--- src/rtl/supv_pkg.sv ---
package supv_pkg;
   typedef enum logic [1:0] {
      WD_SHORT = 2'b00,
      WD_MID   = 2'b01,
      WD_LONG  = 2'b10,
      WD_OFF   = 2'b11
   } wd_sel_e;

   localparam int unsigned STRETCH_TICKS_DEF = 1024;
   localparam int unsigned WD_SHORT_DEF      = 1024;
   localparam int unsigned WD_MID_DEF        = 3072;
   localparam int unsigned WD_LONG_DEF       = 7168;

   function automatic int unsigned max2(input int unsigned a, input int unsigned b);
      return (a > b) ? a : b;
   endfunction
endpackage

--- src/rtl/supv_cfg_regs.sv ---
module supv_cfg_regs
   import supv_pkg::*;
#(
   parameter int unsigned SEL_W    = 3,
   parameter int unsigned THR_RST  = 0,
   parameter wd_sel_e     WD_RST   = WD_OFF,
   parameter bit          KEEP_RST = 1'b0
) (
   input  logic             clk,
   input  logic             rst_n,
   input  logic             we_i,
   input  logic [SEL_W-1:0] thr_i,
   input  logic [1:0]       wd_i,
   input  logic             keep_i,
   output logic [SEL_W-1:0] thr_o,
   output wd_sel_e          wd_o,
   output logic             keep_o
);
   always_ff @(posedge clk or negedge rst_n) begin
      if (!rst_n) begin
         thr_o  <= SEL_W'(THR_RST);
         wd_o   <= WD_RST;
         keep_o <= KEEP_RST;
      end else if (we_i) begin
         thr_o  <= thr_i;
         wd_o   <= wd_sel_e'(wd_i);
         keep_o <= keep_i;
      end
   end
endmodule

--- src/rtl/supv_thr_decode.sv ---
module supv_thr_decode #(
   parameter int unsigned SEL_W    = 3,
   parameter int unsigned N_LEVELS = 5
) (
   input  logic [SEL_W-1:0]    sel_i,
   output logic [N_LEVELS-1:0] level_o
);
   if (N_LEVELS > (1 << SEL_W)) begin : g_bad_levels
      $error("supv_thr_decode: N_LEVELS exceeds select range");
   end
   if (N_LEVELS < 2) begin : g_few_levels
      $error("supv_thr_decode: need at least two levels");
   end

   logic reserved;
   assign reserved = (32'(sel_i) >= N_LEVELS);

   for (genvar i = 0; i < N_LEVELS; i++) begin : g_lvl
      if (i == 0) begin : g_base
         assign level_o[i] = reserved || (sel_i == SEL_W'(0));
      end else begin : g_other
         assign level_o[i] = (sel_i == SEL_W'(i));
      end
   end
endmodule

--- src/rtl/supv_watchdog.sv ---
module supv_watchdog
   import supv_pkg::*;
#(
   parameter int unsigned CNT_W   = 13,
   parameter int unsigned T_SHORT = WD_SHORT_DEF,
   parameter int unsigned T_MID   = WD_MID_DEF,
   parameter int unsigned T_LONG  = WD_LONG_DEF
) (
   input  logic    clk,
   input  logic    rst_n,
   input  logic    tick_i,
   input  logic    kick_i,
   input  logic    hold_i,
   input  wd_sel_e sel_i,
   output logic    expire_o
);
   if (T_SHORT < 2 || T_MID < 2 || T_LONG < 2) begin : g_bad_t
      $error("supv_watchdog: timeouts must be at least two ticks");
   end
   if (T_LONG > (1 << CNT_W)) begin : g_bad_w
      $error("supv_watchdog: CNT_W too narrow for T_LONG");
   end

   logic [CNT_W-1:0] cnt_q;
   logic [CNT_W-1:0] last;
   logic             run;
   logic             at_end;

   always_comb begin
      unique case (sel_i)
         WD_SHORT: last = CNT_W'(T_SHORT - 1);
         WD_MID:   last = CNT_W'(T_MID - 1);
         WD_LONG:  last = CNT_W'(T_LONG - 1);
         default:  last = '1;
      endcase
   end

   assign run      = (sel_i != WD_OFF) && !hold_i;
   assign at_end   = (cnt_q >= last);
   assign expire_o = run && !kick_i && tick_i && at_end;

   always_ff @(posedge clk or negedge rst_n) begin
      if (!rst_n) begin
         cnt_q <= '0;
      end else if (!run || kick_i) begin
         cnt_q <= '0;
      end else if (tick_i) begin
         cnt_q <= at_end ? '0 : cnt_q + CNT_W'(1);
      end
   end
endmodule

--- src/rtl/supv_stretch.sv ---
module supv_stretch #(
   parameter int unsigned CNT_W = 10,
   parameter int unsigned TICKS = 1024
) (
   input  logic clk,
   input  logic rst_n,
   input  logic tick_i,
   input  logic supply_ok_i,
   input  logic wd_expire_i,
   output logic active_o
);
   if (TICKS < 2 || TICKS > (1 << CNT_W)) begin : g_bad_ticks
      $error("supv_stretch: TICKS out of range for CNT_W");
   end

   localparam logic [CNT_W-1:0] LAST = CNT_W'(TICKS - 1);

   logic [CNT_W-1:0] cnt_q;

   always_ff @(posedge clk or negedge rst_n) begin
      if (!rst_n) begin
         active_o <= 1'b1;
         cnt_q    <= '0;
      end else if (!supply_ok_i || wd_expire_i) begin
         active_o <= 1'b1;
         cnt_q    <= '0;
      end else if (active_o && tick_i) begin
         if (cnt_q == LAST) begin
            active_o <= 1'b0;
            cnt_q    <= '0;
         end else begin
            cnt_q <= cnt_q + CNT_W'(1);
         end
      end
   end
endmodule

--- src/rtl/supv_reset_top.sv ---
module supv_reset_top
   import supv_pkg::*;
#(
   parameter int unsigned SEL_W         = 3,
   parameter int unsigned N_LEVELS      = 5,
   parameter int unsigned STRETCH_TICKS = STRETCH_TICKS_DEF,
   parameter int unsigned T_SHORT       = WD_SHORT_DEF,
   parameter int unsigned T_MID         = WD_MID_DEF,
   parameter int unsigned T_LONG        = WD_LONG_DEF,
   parameter bit          GATE_BUS      = 1'b1
) (
   input  logic                clk,
   input  logic                rst_n,
   input  logic                tick_i,
   input  logic                supply_ok_i,
   input  logic                batt_mode_i,
   input  logic                kick_i,
   input  logic                cfg_we_i,
   input  logic [SEL_W-1:0]    cfg_thr_i,
   input  logic [1:0]          cfg_wd_i,
   input  logic                cfg_keep_i,
   output logic [N_LEVELS-1:0] thr_level_o,
   output logic                rst_pin_en_o,
   output logic                bus_enable_o
);
   localparam int unsigned WD_MAX = max2(T_SHORT, max2(T_MID, T_LONG));
   localparam int unsigned WD_W   = $clog2(WD_MAX + 1);
   localparam int unsigned ST_W   = $clog2(STRETCH_TICKS + 1);

   logic [SEL_W-1:0] thr_q;
   wd_sel_e          wd_q;
   logic             keep_q;
   logic             wd_expire;
   logic             active;

   supv_cfg_regs #(.SEL_W(SEL_W)) i_cfg (
      .clk   (clk),
      .rst_n (rst_n),
      .we_i  (cfg_we_i),
      .thr_i (cfg_thr_i),
      .wd_i  (cfg_wd_i),
      .keep_i(cfg_keep_i),
      .thr_o (thr_q),
      .wd_o  (wd_q),
      .keep_o(keep_q)
   );

   supv_thr_decode #(.SEL_W(SEL_W), .N_LEVELS(N_LEVELS)) i_dec (
      .sel_i  (thr_q),
      .level_o(thr_level_o)
   );

   supv_watchdog #(
      .CNT_W(WD_W), .T_SHORT(T_SHORT), .T_MID(T_MID), .T_LONG(T_LONG)
   ) i_wd (
      .clk     (clk),
      .rst_n   (rst_n),
      .tick_i  (tick_i),
      .kick_i  (kick_i),
      .hold_i  (batt_mode_i || active),
      .sel_i   (wd_q),
      .expire_o(wd_expire)
   );

   supv_stretch #(.CNT_W(ST_W), .TICKS(STRETCH_TICKS)) i_st (
      .clk        (clk),
      .rst_n      (rst_n),
      .tick_i     (tick_i),
      .supply_ok_i(supply_ok_i),
      .wd_expire_i(wd_expire),
      .active_o   (active)
   );

   assign rst_pin_en_o = active;

   if (GATE_BUS) begin : g_gate
      assign bus_enable_o = !active || keep_q;
   end else begin : g_nogate
      assign bus_enable_o = 1'b1;
   end
endmodule

--- config.mk ---
export PLATFORM = sky130hd
export DESIGN_NAME = supv_reset_top
export DESIGN_NICKNAME = d
export VERILOG_FILES = /design/src/rtl/supv_pkg.sv /design/src/rtl/supv_cfg_regs.sv /design/src/rtl/supv_thr_decode.sv /design/src/rtl/supv_watchdog.sv /design/src/rtl/supv_stretch.sv /design/src/rtl/supv_reset_top.sv
export SDC_FILE = /design/constraint.sdc
export NUM_CORES = 1
export LEC_CHECK = 0
export BUFFER_PORTS_ARGS = -buffer_cell sky130_fd_sc_hd__buf_4
export CAP_MARGIN = 20
export CORE_MARGIN = 1
export CORE_UTILIZATION = 43
export CTS_CLUSTER_DIAMETER = 60
export DETAILED_ROUTE_END_ITERATION = 16
export SYNTH_ARGS = -nofsm -noshare
export SYNTH_HDL_FRONTEND = slang
export SYNTH_HIERARCHICAL = 1
export SYNTH_SLANG_ARGS = --single-unit
--- constraint.sdc ---
create_clock -name clk -period 4.07 [get_ports clk]
set_clock_uncertainty 0.15 [all_clocks]
set_input_delay 0.814 -clock clk [delete_from_list [all_inputs] [get_ports clk]]
set_output_delay 0.814 -clock clk [all_outputs]
set_load 0.05 [all_outputs]
==> impl_metrics.json <==
{
  "p_leak_nw": 0.901,
  "multi_input_area_um2": 1070,
  "r2r_cells": 10,
  "antenna_found_initial": 0,
  "synth_cell_types": 55,
  "required_ps": 4070,
  "fin_area_um2": 2190,
  "clk_pin_slew_worst_paths_ps": 60,
  "vias_per_cell": 5.75,
  "maxCapViolations": 0,
  "switching_share_pct": 25.1,
  "wirelength_um": 3920,
  "route.detailed.drc": 0,
  "clockBufferDepth": 2,
  "rsz0062_at_grt": "no",
  "dieArea_um2": 4710,
  "fillerInstances": 406,
  "synthArstFlopShare_pct": 100,
  "wl_per_cell_um": 15.0,
  "initial_core_util_pct": 46.1,
  "port_buffers": 19,
  "yosysWarnings": 6,
  "clk_latency_ps": 280,
  "rows": 23,
  "switchingPower_w": 0.000171,
  "htree_levels": 2,
  "fmax_mhz": 334,
  "synth_edf_count": 0,
  "layout.nets": 228,
  "critPathKind": "reg -> reg",
  "place_area_um2": 2090,
  "die_x_um": 68.6,
  "vias": 1501,
  "internal-power_w": 0.000511,
  "area_growth_pct": 14.5,
  "clock-sinks": 31,
  "layoutNonFillerInstCount": 261,
  "path_max_fanout": 9,
  "drv_slew": 0,
  "setup.worst_path.start_class": "register",
  "max-vdd-ir-drop_mv": 0.274,
  "grt.overflow.total": 0,
  "slew_headroom_pct": 48.8,
  "hpwl_um": 2840,
  "ant_nets": 0,
  "comb_power_share_pct": 12.8,
  "setup_violations": 0,
  "cts_tree": "done",
  "placed_cells": 253,
  "endpoint_kind": "register",
  "antenna-diode-count": 0,
  "period_share_pct": 73.5,
  "avgSynthCellArea_um2": 10.1,
  "period_minus_slack_ps": 2990,
  "track_usage_pct": 19.0,
  "fin_util_pct": 52.7,
  "critPathArrivalTime_ps": 2990,
  "grt_max_degree": 32,
  "io_pins": 20,
  "finalHoldViolations": 0,
  "seqCellArea_um2": 779,
  "grt_pass1_wl_um": 6480,
  "synth_area_um2": 1910,
  "drt_iter0_drc": 68,
  "fin_tns_setup_ps": 0,
  "final_cell_mix": "dfrtp_1 (28), nand2_1 (22), buf_4 (20)",
  "tightest_slew_ps": 766,
  "min_path_type": "in -> async",
  "status": "finished clean",
  "syn_inst": 189,
  "ys_seq_area_share_pct": 40.8,
  "powerDensity_nw_per_um2": 312,
  "reg2reg_slack_ps": 1080,
  "cts_buffers": 5,
  "cts_hold_buffers": 0,
  "ys_dominant_reg_cell": "dfrtp_1",
  "drive_gt1_share_pct": 25.1,
  "core_um2": 4140,
  "ys_ff_latch": 31,
  "place_congestion": 0.802,
  "drt_pass1_iterations": 4,
  "post-cts-setup-buffer-count": 0,
  "root_buffer": "clkbuf_8",
  "mostFrequentLayoutCell": "dfrtp_1",
  "syn_nets": 207,
  "grt_pass1_vias": 1319,
  "clockPowerShare_pct": 38.6,
  "die_h_um": 68.6,
  "cts_resized": 0,
  "pwr-share-seq_pct": 48.6
}
==> power by group through the flow <==
stage	clock network [W]	registers, W	logic [W]
finish	0.000263	0.000331	0.0000875
CTS	0.000272	0.000331	0.0000888
detailed placement	0	0.000336	0.0000883
floorplan	0	0.000333	0.0000591
global placement	0	0.000336	0.0000867
global route	0.000287	0.000333	0.0000934
==> cells in the mapped netlist (4+ instances only) <==
cell type	n	area (µm²)
nand4_1	5	31.3
nor3_1	5	25.0
nand3_1	7	35.0
mux2_4	6	90.1
or4_1	5	37.5
nor2_1	13	48.8
a21oi_1	5	25.0
nor3b_1	4	30.0
nand2b_1	4	25.0
inv_1	6	22.5
nand2_1	22	82.6
dfrtp_1	28	701
xnor2_1	7	61.3
ha_1	5	62.6
==> routing by layer <==
layer	up-vias	GRT usage, %	routed length (µm)
met5	-	0	0
met3	9	4.61	205
li1	746	-	-
met4	0	8.59	68
met1	701	27.8	1970
met2	45	26.0	1680
==> area by class of cell <==
cell class / count / share of cell area, %
Inverter: 6 / 1.03
Multi-Input combinational cell: 146 / 49.0
Timing Repair Buffer: 20 / 6.87
Clock buffer: 8 / 4.58
Tap cell: 50 / 2.86
Sequential cell: 31 / 35.7
==> critical path, stage by stage (launching register included) <==
cell	delay (ps)
dfstp_2	570
inv_1	60
ha_1	320
nand3_1	160
nor4_4	320
nor2_1	80
nor3_1	280
nor2b_1	250
a2111oi_2	460
xnor2_1	170
nor2_1	60
==> flip-flops by register name, summed over array words and instances (netlist names) <==
signal,flops
i_cfg/keep_o,1
i_st/cnt_q,11
i_cfg/wd_o,2
i_st/active_o,1
i_cfg/thr_o,3
i_wd/cnt_q,13
==> through the flow <==
step | setup WS [ps] | hold slack (ps) | power, W
after CTS | 1080 | 321 | 0.000692
final | 1080 | 314 | 0.000682
after global routing | 848 | 336 | 0.000713
after floorplan | 1100 | 323 | 0.000392
after global placement | 1180 | 343 | 0.000422
after detailed placement | 1120 | 337 | 0.000424
==> path summary, 6_finish.rpt <==
check	from	endpoint
min reg2reg	i_cfg/keep_o	i_cfg/keep_o
max	i_cfg/wd_o[1]	i_st/cnt_q[8]
max in group asynchronous	rst_n	i_cfg/wd_o[0]
min	rst_n	i_wd/cnt_q[6]
min in group clk	i_cfg/keep_o	i_cfg/keep_o
max reg2reg	i_cfg/wd_o[1]	i_st/cnt_q[8]
==> kinds of logic (layout without fill, tap and decap cells) <==
kind of cell | after synthesis | count (layout) | synth area share (%)
mux | 7 | 7 | 5.31
fa+ha+maj | 5 | 5 | 3.28
compound gates | 41 | 41 | 17.9
simple gates | 85 | 85 | 26.0
xor+xnor | 8 | 8 | 3.67
buf+inv | 12 | 34 | 3.08
flops | 31 | 31 | 40.8
No activity file was read; power rests on OpenSTA's default activity.
